<file path="config.mk">
export PLATFORM = sky130hd
export DESIGN_NAME = cpu_status_unit
export DESIGN_NICKNAME = d
export VERILOG_FILES = /design/src/rtl/cpu_status_pkg.sv /design/src/rtl/cpu_status_irq.sv /design/src/rtl/cpu_status_sr.sv /design/src/rtl/cpu_status_vbr.sv /design/src/rtl/cpu_status_unit.sv
export SDC_FILE = /design/constraint.sdc
export NUM_CORES = 1
export LEC_CHECK = 0
export BUFFER_PORTS_ARGS = -buffer_cell sky130_fd_sc_hd__buf_2
export CORE_UTILIZATION = 37
export DETAILED_ROUTE_END_ITERATION = 10
export PLACE_DENSITY = 0.76
export SETUP_SLACK_MARGIN = 0.5
export SLEW_MARGIN = 0
export SYNTH_ARGS = -nofsm -noshare
export SYNTH_HDL_FRONTEND = slang
export SYNTH_SLANG_ARGS = --single-unit
</file>
<file path="constraint.sdc">
create_clock -name clk -period 1.63 [get_ports clk]
set_clock_uncertainty 0.15 [all_clocks]
set_input_delay 0.326 -clock clk [delete_from_list [all_inputs] [get_ports clk]]
set_output_delay 0.326 -clock clk [all_outputs]
set_load 0.01 [all_outputs]
</file>
<file path="src/rtl/cpu_status_pkg.sv">
package cpu_status_pkg;
  localparam int SR_W   = 16;
  localparam int IPL_W  = 3;
  localparam int SR_T   = 15;
  localparam int SR_S   = 13;
  localparam int SR_M   = 12;
  localparam int IPL_LO = 8;
  localparam int IPL_HI = IPL_LO + IPL_W - 1;
  localparam logic [SR_W-1:0] SR_RW_MASK = 16'hB71F;
  localparam logic [SR_W-1:0] SR_CC_MASK = 16'h001F;
  localparam logic [SR_W-1:0] SR_RESET   = 16'h2700;
  localparam logic [IPL_W-1:0] IPL_NMI   = '1;
endpackage

</file>
<file path="src/rtl/cpu_status_irq.sv">
module cpu_status_irq
  import cpu_status_pkg::*;
(
  input  logic             clk,
  input  logic             rst,
  input  logic [IPL_W-1:0] irq_level,
  input  logic [IPL_W-1:0] cur_mask,
  input  logic             trace_en,
  input  logic             insn_retire,
  output logic             take_now,
  output logic             irq_take,
  output logic             trace_req
);
  logic [IPL_W-1:0] lvl_prev;

  always_comb begin
    if (irq_level == IPL_NMI) take_now = (lvl_prev != IPL_NMI);
    else                      take_now = (irq_level > cur_mask);
  end

  always_ff @(posedge clk) begin
    if (rst) begin
      lvl_prev  <= '0;
      irq_take  <= 1'b0;
      trace_req <= 1'b0;
    end else begin
      lvl_prev  <= irq_level;
      irq_take  <= take_now;
      trace_req <= insn_retire & trace_en;
    end
  end
endmodule

</file>
<file path="src/rtl/cpu_status_sr.sv">
module cpu_status_sr
  import cpu_status_pkg::*;
(
  input  logic             clk,
  input  logic             rst,
  input  logic             take_now,
  input  logic [IPL_W-1:0] irq_level,
  input  logic             rte_en,
  input  logic [SR_W-1:0]  rte_sr,
  input  logic             wr_en,
  input  logic [SR_W-1:0]  wr_data,
  output logic [SR_W-1:0]  sr,
  output logic [SR_W-1:0]  sr_saved
);
  logic [SR_W-1:0] sr_nxt;

  always_comb begin
    sr_nxt = sr;
    if (take_now) begin
      sr_nxt[IPL_HI:IPL_LO] = irq_level;
      sr_nxt[SR_S] = 1'b1;
      sr_nxt[SR_T] = 1'b0;
      sr_nxt[SR_M] = 1'b0;
    end else if (rte_en) begin
      sr_nxt = rte_sr & SR_RW_MASK;
    end else if (wr_en) begin
      if (sr[SR_S]) sr_nxt = wr_data & SR_RW_MASK;
      else          sr_nxt = (sr & ~SR_CC_MASK) | (wr_data & SR_CC_MASK);
    end
  end

  always_ff @(posedge clk) begin
    if (rst) begin
      sr       <= SR_RESET;
      sr_saved <= '0;
    end else begin
      sr <= sr_nxt;
      if (take_now) sr_saved <= sr;
    end
  end
endmodule

</file>
<file path="src/rtl/cpu_status_vbr.sv">
module cpu_status_vbr #(
  parameter int ADDR_W   = 32,
  parameter int VBR_KEEP = 12,
  parameter int VEC_W    = 8
) (
  input  logic              clk,
  input  logic              rst,
  input  logic              wr_en,
  input  logic              priv,
  input  logic [ADDR_W-1:0] wr_data,
  input  logic [VEC_W-1:0]  vector,
  output logic [ADDR_W-1:0] vbr,
  output logic [ADDR_W-1:0] vec_addr
);
  localparam int LOW_W = ADDR_W - VBR_KEEP;
  localparam int GAP_W = LOW_W - VEC_W - 2;

  logic [VBR_KEEP-1:0] base_hi;
  logic [ADDR_W-1:0]   addr_nxt;

  assign vbr = {base_hi, {LOW_W{1'b0}}};

  generate
    if (GAP_W > 0) begin : g_gap
      assign addr_nxt = {base_hi, {GAP_W{1'b0}}, vector, 2'b00};
    end else begin : g_nogap
      assign addr_nxt = {base_hi, vector[LOW_W-3:0], 2'b00};
    end
  endgenerate

  always_ff @(posedge clk) begin
    if (rst) begin
      base_hi  <= '0;
      vec_addr <= '0;
    end else begin
      if (wr_en && priv) base_hi <= wr_data[ADDR_W-1:LOW_W];
      vec_addr <= addr_nxt;
    end
  end
endmodule

</file>
<file path="src/rtl/cpu_status_unit.sv">
module cpu_status_unit
  import cpu_status_pkg::*;
#(
  parameter int ADDR_W   = 32,
  parameter int VBR_KEEP = 12,
  parameter int VEC_W    = 8
) (
  input  logic              clk,
  input  logic              rst,
  input  logic [IPL_W-1:0]  irq_level,
  input  logic              sr_wr_en,
  input  logic [SR_W-1:0]   sr_wr_data,
  input  logic              vbr_wr_en,
  input  logic [ADDR_W-1:0] vbr_wr_data,
  input  logic              insn_retire,
  input  logic              rte_en,
  input  logic [SR_W-1:0]   rte_sr,
  input  logic [VEC_W-1:0]  exc_vector,
  output logic              irq_take,
  output logic              trace_req,
  output logic              supervisor,
  output logic [SR_W-1:0]   sr_q,
  output logic [SR_W-1:0]   sr_saved,
  output logic [ADDR_W-1:0] vbr_q,
  output logic [ADDR_W-1:0] vec_addr
);
  logic take_now;

  cpu_status_irq u_irq (
    .clk, .rst, .irq_level,
    .cur_mask(sr_q[IPL_HI:IPL_LO]),
    .trace_en(sr_q[SR_T]),
    .insn_retire, .take_now, .irq_take, .trace_req
  );

  cpu_status_sr u_sr (
    .clk, .rst, .take_now, .irq_level, .rte_en, .rte_sr,
    .wr_en(sr_wr_en), .wr_data(sr_wr_data),
    .sr(sr_q), .sr_saved
  );

  cpu_status_vbr #(.ADDR_W(ADDR_W), .VBR_KEEP(VBR_KEEP), .VEC_W(VEC_W)) u_vbr (
    .clk, .rst, .wr_en(vbr_wr_en), .priv(sr_q[SR_S]),
    .wr_data(vbr_wr_data), .vector(exc_vector),
    .vbr(vbr_q), .vec_addr
  );

  assign supervisor = sr_q[SR_S];
endmodule

</file>
==> flow_summary.json, run 1 <==
{
  "coreArea_mm2": 0.00649,
  "holdCritPathClass": "input pin to register",
  "port_buffers": 107,
  "cp.arrival_ns": 1.76,
  "fin_crit_share_pct": 104,
  "n_antenna_cell": 0,
  "min_period_ns": 1.70,
  "dieWidth_um": 85.0,
  "ys_seq_elements": 59,
  "io-pin-count": 180,
  "holdBufCountCts": 0,
  "rsz0062_at_grt": "yes",
  "cap_viol_max_count": 0,
  "min-delay-start": "exc_vector[5]",
  "grt_pass1_wl_um": 9080,
  "finalSetupTns_ns": -0.525,
  "syn_area_mm2": 0.00255,
  "hold-path-endpoint": "u_vbr.vec_addr[7]",
  "drt-total-wl_um": 5860,
  "fin_util_pct": 58.4,
  "highest_clock_frequency_the_design_can_meet_mhz": 588,
  "p_leak_nw": 1.90,
  "finalNonFillerCells": 490,
  "synth_cell_type_count": 25,
  "cts_num_sinks": 59,
  "dp.final_hpwl_um": 4020,
  "drt_first_iter_violations": 57,
  "placed_cell_area_mm2": 0.00309,
  "drt_drc_violations_left": 0,
  "setup_ws_ns": -0.0711,
  "synthToLayoutAreaGrowth_pct": 48.8,
  "num_rows": 29,
  "synth_warnings": 0,
  "postSynthAreaPerCell_um2": 9.31,
  "worstSetupEndpointType": "register",
  "worstReg2RegStart": "u_sr.sr[10]",
  "power-per-cell-area_mw_per_mm2": 1060,
  "drt-wirelength-per-cell_um": 12.0,
  "ant_nets": 0,
  "globalplace.congestion": 0.742,
  "grt_usage_pct": 16.2,
  "timing_hold_violations_final": 0,
  "cts.path.max_buffers": 2,
  "yosys.area_share.simple_pct": 16.8,
  "synth_top_cells_by_area": "dfxtp_1 (46%), buf_4 (13%), mux2i_1 (8.6%)",
  "clock_tree.root_cell": "clkbuf_8",
  "synth.area.mux_share_pct": 10.8,
  "synth_adder_area_share_pct": 1.47,
  "largest_net_degree_at_the_start_of_global_routing": 32,
  "cts_inserted_buffers": 9,
  "main_combinational_cell_family_by_area_after_synthesis": "simple AND/OR/NAND/NOR gates",
  "hold_path_depth": 2,
  "timing.critical_path.required_ns": 1.69,
  "critical_setup_path_kind": "register to register",
  "antenna_found_initial": 0,
  "tritonroute_pass_1_iters": 6,
  "clkTransAtPathRegs_ns": 0.07,
  "rrSetupSlack_ns": -0.07,
  "synthDominantCellAreaShare_pct": 46.3,
  "power.total_mw": 4.03,
  "clock_tree_from_tritoncts": "yes",
  "vias": 2193,
  "final_max_slew_viol_count": 0,
  "first_global_vias": 2016,
  "hold-worst-slack_ns": 0.0616,
  "initial_core_util_pct": 39.3,
  "run_status": "finished, violations left",
  "vertical_die_dimension_um": 85.0,
  "netlist_instances": 274,
  "placement.setup.worst_slack_ns": -0.248,
  "gr-total-overflow": 0,
  "cts.htree.levels": 3,
  "yosys.area_share.xor_xnor_pct": 0,
  "start_kind": "register",
  "irDropWorstVdd_v": 0.000502,
  "synth-seq-area-share_pct": 46.3,
  "crit_fanout": 5,
  "yosys.area.top_type": "dfxtp_1",
  "clock_insertion_delay_worst_skew_ns": 0.32,
  "reg2regPathDepth": 6,
  "worstReg2RegEnd": "u_sr.sr[3]",
  "failed_checks": "negative setup slack",
  "die_area_mm2": 0.00723,
  "share_of_the_synthesized_area_in_compound_gates_ao_oa_aoi_oai_pct": 8.19,
  "final_cell_area_mm2": 0.00379,
  "layout-drive-gt1-share_pct": 52.3,
  "timing.final.setup_violations": 17,
  "dpl.cell_count": 456,
  "via_per_inst": 4.48,
  "final_nets": 492
}
-- critical path, cell delays in order, from the launching register on --
cell,delay (ns)
dfxtp_4,0.35
inv_2,0.04
ha_4,0.23
a21oi_4,0.17
o21ai_2,0.10
a311o_2,0.41
mux2i_1,0.15
-- worst max-delay path by stage --
stage | slack [ns] | from | to
global placement | -0.21 | irq_level[1] | u_sr.sr[4]
global route | -0.11 | u_sr.sr[10] | u_sr.sr_saved[3]
floorplan | -0.14 | u_sr.sr[10] | u_sr.sr_saved[13]
finish | -0.07 | u_sr.sr[10] | u_sr.sr[3]
CTS | -0.06 | u_sr.sr[10] | u_sr.sr[9]
detailed placement | -0.25 | irq_level[1] | u_sr.sr[0]
-- routing by layer --
metal  up-vias  part of all wire [%]  GRT usage (%)
met5         -                     0              0
met4         0                   1.0           5.55
met3         7                   7.0           4.77
met2       105                    50           29.5
met1      1006                    41           17.9
li1       1075                     -              -
-- state kept, by name, summed over array words and instances (netlist names) --
register,count
u_irq.lvl_prev,3
u_sr.sr_saved,11
u_sr.sr,11
u_vbr.vec_addr,20
u_irq.irq_take,1
u_vbr.base_hi,12
u_irq.trace_req,1
-- repair_timing --
action,in CTS,in global routing
gates cloned,0,1
endpoints found under the hold margin,0,0
endpoints found under the setup margin,92,92
resized for setup,79,22
pin swaps,0,1
setup buffers,13,4
-- where the power goes --
part | internal (mW) | switching [mW]
clock network | 0.701 | 0.553
logic | 0.591 | 0.497
registers | 1.60 | 0.0842
-- cell families after synthesis --
logic type,count (synthesis)
compound gates,30
mux,27
buf+inv,62
flops,59
other cells,1
fa+ha+maj,3
simple gates,92
-- synthesized netlist by cell type --
master and instances:
nand2_1 58, o21a_1 4, buf_4 44, ha_1 3, o21ai_2 1, nor2b_1 22
clkbuf_1 10, mux2i_1 22, a31oi_4 2, a21oi_2 1, conb_1 1, and3_1 3
buf_6 2, nor2_1 4, o21ai_0 3, dfxtp_1 59, nor4_1 2, nand3_2 2
o2111ai_1 1, a21oi_1 17, inv_1 5, and2_1 1, mux2_2 5, buf_2 1
a311o_1 1
-- cell type report --
cell class                 instances  area (µm²)
clock buffer                      11         131
clock inverter                     5        53.8
fill                             582        2700
inverter                           5        18.8
multi-input combinational        195        1170
sequential                        59        1240
tap                               77        96.3
timing repair buffer             138        1080
-- layout by cell type, fill, tap and decap left out, types with 2 or more instances in the layout --
| master | n |
|---|---|
| and3_1 | 3 |
| inv_1 | 4 |
| clkinv_2 | 3 |
| o21ai_0 | 3 |
| mux2i_1 | 22 |
| dfxtp_1 | 16 |
| clkbuf_1 | 2 |
| nor2_1 | 3 |
| buf_2 | 63 |
| and2_4 | 2 |
| a31oi_4 | 2 |
| mux2_2 | 5 |
| nor4_1 | 2 |
| conb_1 | 42 |
| nand3_2 | 2 |
| o21a_1 | 4 |
| buf_6 | 48 |
| ha_4 | 2 |
| buf_4 | 25 |
| a21oi_1 | 16 |
| buf_12 | 2 |
| clkbuf_8 | 9 |
| nand2_1 | 57 |
| nor2b_1 | 22 |
| dfxtp_2 | 42 |
No activity file was read; power rests on OpenSTA's default activity.
==> run 2: changes to the inputs <==
--- a/config.mk
+++ b/config.mk
@@ -8,7 +8,7 @@
 export BUFFER_PORTS_ARGS = -buffer_cell sky130_fd_sc_hd__buf_2
 export CORE_UTILIZATION = 37
 export DETAILED_ROUTE_END_ITERATION = 10
-export PLACE_DENSITY = 0.76
+export PLACE_DENSITY = 0.83
 export SETUP_SLACK_MARGIN = 0.5
 export SLEW_MARGIN = 0
 export SYNTH_ARGS = -nofsm -noshare
==> run 2 against run 1 <==
- the flow still finishes with violations (negative setup slack)
- wire length grew 22%
- register-to-register slack got worse by 0.07 ns
- final area rose by 4.8%
- core utilization is 2.8 points higher
- combinational power grew 17%
- clock power increased by 8%
- first-iteration DRC count is 3.5% lower
- setup slack worse by 0.067 ns
- critical path depth increased by 2
- cell count rose by 1.6%
==> flow_summary.json, run 2 (synthesis gave the netlist of run 1 again) <==
{
  "rsz0062_at_grt": "yes",
  "cts.path.max_buffers": 2,
  "ant_nets": 0,
  "holdBufCountCts": 0,
  "cp_top_family": "compound AO/OA/AOI/OAI gates",
  "clock_tree_from_tritoncts": "yes",
  "dieWidth_um": 85.0,
  "dp.final_hpwl_um": 4060,
  "cts_inserted_buffers": 9,
  "run_status": "finished, violations left",
  "placed_cell_area_mm2": 0.00308,
  "cp.arrival_ns": 1.88,
  "finalNonFillerCells": 498,
  "most_frequent_standard_cell_in_the_layout_excluding_fill_and_tap_cells": "buf_2",
  "rrSetupSlack_ns": -0.14,
  "crit_path_max_incr_delay_ns": 0.35,
  "p_leak_nw": 1.99,
  "io-pin-count": 180,
  "final_cell_area_mm2": 0.00398,
  "layout-drive-gt1-share_pct": 57.0,
  "vertical_die_dimension_um": 85.0,
  "cts_num_sinks": 59,
  "port_buffers": 107,
  "drt-wirelength-per-cell_um": 14.3,
  "start_kind": "register",
  "finalSetupTns_ns": -2.40,
  "synthToLayoutAreaGrowth_pct": 56.0,
  "cp.buffers_inverters": 3,
  "drt_drc_violations_left": 0,
  "initial_core_util_pct": 39.3,
  "num_rows": 29,
  "min-delay-start": "exc_vector[3]",
  "globalplace.congestion": 0.862,
  "via_per_inst": 4.65,
  "reg_top3": "u_vbr.vec_addr: 20 flops, u_vbr.base_hi: 12 flops",
  "grt_pass1_wl_um": 10000,
  "vias": 2314,
  "drt-total-wl_um": 7130,
  "irDropWorstVdd_v": 0.000557,
  "crit_chain": "inv_2 > ha_4 > a21oi_4 > o21ai_4 > a31oi_4 > buf_4 > buf_12 > mux2i_1",
  "largest_net_degree_at_the_start_of_global_routing": 34,
  "largest_register_ff_count": 20,
  "fin_crit_share_pct": 108,
  "timing.critical_path.from": "u_sr.sr[10]",
  "n_antenna_cell": 0,
  "worstSetupEndpointType": "register",
  "tritonroute_pass_1_iters": 4,
  "critical_setup_path_kind": "register to register",
  "layout.cells.most_common_list": "buf_2 (65), buf_6 (47), nand2_1 (42), conb_1 (42), dfxtp_2 (40)",
  "die_area_mm2": 0.00723,
  "clock_tree.root_cell": "clkbuf_8",
  "final_nets": 501,
  "worstReg2RegStart": "u_sr.sr[10]",
  "biggest_register": "u_vbr.vec_addr",
  "grt_usage_pct": 18.5,
  "holdCritPathClass": "input pin to register",
  "power-per-cell-area_mw_per_mm2": 1090,
  "highest_clock_frequency_the_design_can_meet_mhz": 566,
  "timing.final.setup_violations": 23,
  "min_period_ns": 1.77,
  "failed_checks": "negative setup slack",
  "clkTransAtPathRegs_ns": 0.07,
  "final_max_slew_viol_count": 0,
  "timing.critical_path.required_ns": 1.74,
  "timing_hold_violations_final": 0,
  "cap_viol_max_count": 0,
  "placement.setup.worst_slack_ns": -0.238,
  "critical_path.slowest_cell": "dfxtp_4",
  "cts.htree.levels": 3,
  "clock_insertion_delay_worst_skew_ns": 0.34,
  "dpl.cell_count": 456,
  "setup_ws_ns": -0.138,
  "crit_fanout": 8,
  "antenna_found_initial": 0,
  "first_global_vias": 2178,
  "coreArea_mm2": 0.00649,
  "gr-total-overflow": 0,
  "fillers": 518,
  "drt_first_iter_violations": 55
}
-- run 2: routing by layer --
layer,GRT usage (%),up-vias,share of wire [%]
li1,-,1100,-
met1,17.7,1059,38
met2,33.7,129,52
met3,6.71,26,7.0
met4,11.4,0,3.6
met5,0,-,0
-- run 2: cell type report --
| cell class | count | area, µm² | share of cell area [%] |
|---|---|---|---|
| inverters | 5 | 18.8 | 0.472 |
| clock inverters | 4 | 50.0 | 1.26 |
| multi-input cells | 196 | 1270 | 32.0 |
| clock buffers | 11 | 151 | 3.81 |
| well taps | 77 | 96.3 | 2.42 |
| flip-flops and latches | 59 | 1230 | 31.0 |
| repair buffers | 146 | 1150 | 29.0 |
-- run 2: metrics by stage --
stage                     util [%]  hold slack [ns]  power (mW)
after global routing          61.3           0.0451        4.50
final                         61.3           0.0501        4.32
after global placement        47.4            0.294        2.49
after CTS                     57.6           0.0387        4.18
after detailed placement      47.4            0.305        2.51
after floorplan                  -            0.304        2.27
-- run 2: worst paths after layout --
kind	depth (start not counted)	to
max	8	u_sr.sr_saved[4]
min	2	u_vbr.vec_addr[5]
max reg2reg	8	u_sr.sr_saved[4]
min reg2reg	2	u_sr.sr_saved[2]
-- run 2: what timing repair did --
item	in CTS	in global routing
buffers inserted	12	12
endpoints found under the setup margin	92	92
endpoints found under the hold margin	0	0
gates resized for setup	87	35
cloned	1	2
pin swaps	4	3
-- run 2: report_power, final --
part           switching (mW)  internal, mW
Combinational           0.577         0.699
Sequential             0.0911          1.60
Clock                   0.577         0.777
Total                    1.25          3.08
==> run 3: changes to the inputs <==
--- a/config.mk
+++ b/config.mk
@@ -10,6 +10,7 @@
 export DETAILED_ROUTE_END_ITERATION = 10
 export PLACE_DENSITY = 0.83
 export SETUP_SLACK_MARGIN = 0.5
+export SKIP_CTS_REPAIR_TIMING = 1
 export SLEW_MARGIN = 0
 export SYNTH_ARGS = -nofsm -noshare
 export SYNTH_HDL_FRONTEND = slang
==> run 3 against run 2 <==
- the flow still finishes with violations (negative setup slack)
- power shrank 4.2%
- register-to-register slack improved by 0.04 ns
- hold slack better by 0.0047 ns
- combinational power shrank 13%
==> flow_summary.json, run 3 (synthesis gave the netlist of run 1 again) <==
{
  "route.layer.met1.wl_um": 2480,
  "num_rows": 29,
  "timing.critical_path.required_ns": 1.74,
  "irDropWorstVdd_v": 0.000531,
  "timing.final.setup_violations": 22,
  "met2_length_um": 3200,
  "finalSetupTns_ns": -1.06,
  "die_area_mm2": 0.00723,
  "ant_nets": 0,
  "final_nets": 488,
  "cp.arrival_ns": 1.83,
  "maxUsedRoutingLayer": "met4",
  "grt_pass1_wl_um": 8140,
  "share_comb_of_total_power_pct": 26.9,
  "start_kind": "register",
  "biggest_register": "u_vbr.vec_addr",
  "intPower_mw": 2.98,
  "grt_usage_pct": 14.8,
  "switching_power_mw": 1.17,
  "layout.cells.most_common_list": "buf_2 (70), nand2_1 (49), conb_1 (42), buf_6 (42), dfxtp_2 (35)",
  "tritonroute_pass_1_iters": 4,
  "drt_first_iter_violations": 39,
  "rsz0062_at_grt": "yes",
  "final_max_slew_viol_count": 0,
  "largest_net_degree_at_the_start_of_global_routing": 34,
  "largest_register_ff_count": 20,
  "reg_top3": "u_vbr.vec_addr: 20 flops, u_vbr.base_hi: 12 flops",
  "min_period_ns": 1.72,
  "gr-total-overflow": 0,
  "port_buffers": 107,
  "power.share.switching_pct": 28.2,
  "initial_core_util_pct": 39.3,
  "hold_path_depth": 2,
  "coreArea_mm2": 0.00649,
  "clock_tree.root_cell": "clkbuf_8",
  "cts_num_sinks": 59,
  "synthToLayoutAreaGrowth_pct": 47.7,
  "clkTransAtPathRegs_ns": 0.07,
  "drt_drc_violations_left": 0,
  "drt-wirelength-per-cell_um": 13.0,
  "vertical_die_dimension_um": 85.0,
  "globalplace.congestion": 0.862,
  "holdCritPathClass": "input pin to register",
  "sequentialPowerShare_pct": 40.7,
  "dieWidth_um": 85.0,
  "power-per-cell-area_mw_per_mm2": 1100,
  "detailroute.wirelength.met3_um": 532,
  "cts.htree.levels": 3,
  "antenna_found_initial": 0,
  "layout-drive-gt1-share_pct": 53.2,
  "dp.final_hpwl_um": 4060,
  "p_leak_nw": 1.87,
  "vias": 2193,
  "highest_clock_frequency_the_design_can_meet_mhz": 580,
  "run_status": "finished, violations left",
  "power.clock.fraction_pct": 32.4,
  "clock_tree_from_tritoncts": "yes",
  "clock_insertion_delay_worst_skew_ns": 0.33,
  "failed_checks": "negative setup slack",
  "power.total_mw": 4.14,
  "hold-worst-slack_ns": 0.0547,
  "most_frequent_standard_cell_in_the_layout_excluding_fill_and_tap_cells": "buf_2",
  "n_antenna_cell": 0,
  "worstSetupEndpointType": "register",
  "timing_hold_violations_final": 0,
  "cts_inserted_buffers": 9,
  "setup_ws_ns": -0.0934,
  "cap_viol_max_count": 0,
  "fin_crit_share_pct": 106,
  "first_global_vias": 1838,
  "reg2regPathDepth": 7,
  "io-pin-count": 180,
  "via_per_inst": 4.52,
  "cts.path.max_buffers": 2,
  "critical_setup_path_kind": "register to register",
  "crit_fanout": 7,
  "drt-total-wl_um": 6320
}
## run 3: final cells by class
class	instances	area [µm²]
clock buffers	11	151
clock inverters	4	50.0
fillers	535	2730
inverters	5	18.8
multi-input cells	195	1200
flip-flops and latches	59	1230
well taps	77	96.3
repair buffers	134	1020
## run 3: through the flow
stage	utilization (%)	area, µm²	std cells	setup WS (ns)
4_1_cts	50.5	3280	471	-0.148
2_1_floorplan	-	2720	315	-0.137
6_report	58.0	3770	485	-0.0934
3_5_place_dp	47.4	3080	456	-0.238
5_1_grt	58.0	3770	485	-0.126
3_3_place_gp	47.4	3080	456	-0.195
## run 3: path summary, 6_finish.rpt
path | from | end | slack, ns
min reg2reg | u_sr.sr_saved[2] | u_sr.sr_saved[2] | 0.31
max reg2reg | u_sr.sr[10] | u_sr.sr_saved[10] | -0.09
min | exc_vector[3] | u_vbr.vec_addr[5] | 0.05
max | u_sr.sr[10] | u_sr.sr_saved[10] | -0.09
## run 3: power groups by stage
stage | combinational, mW | clock [mW] | sequential, mW
final | 1.11 | 1.34 | 1.69
after global routing | 1.19 | 1.44 | 1.70
after CTS | 0.836 | 1.38 | 1.64
after detailed placement | 0.833 | 0 | 1.67
after global placement | 0.816 | 0 | 1.67
after floorplan | 0.531 | 0 | 1.74
## run 3: worst max-delay path, stage by stage, from the launching register on
cell,delay [ns]
dfxtp_4,0.35
inv_2,0.04
ha_4,0.23
a21oi_4,0.14
o21ai_2,0.10
a31oi_4,0.26
clkbuf_16,0.20
mux2i_1,0.19
## run 3: metal layers
metal / global-route usage, % / up-vias
li1: - / 1067
met1: 16.5 / 996
met2: 24.7 / 119
met3: 5.64 / 11
met4: 7.70 / 0
met5: 0 / -
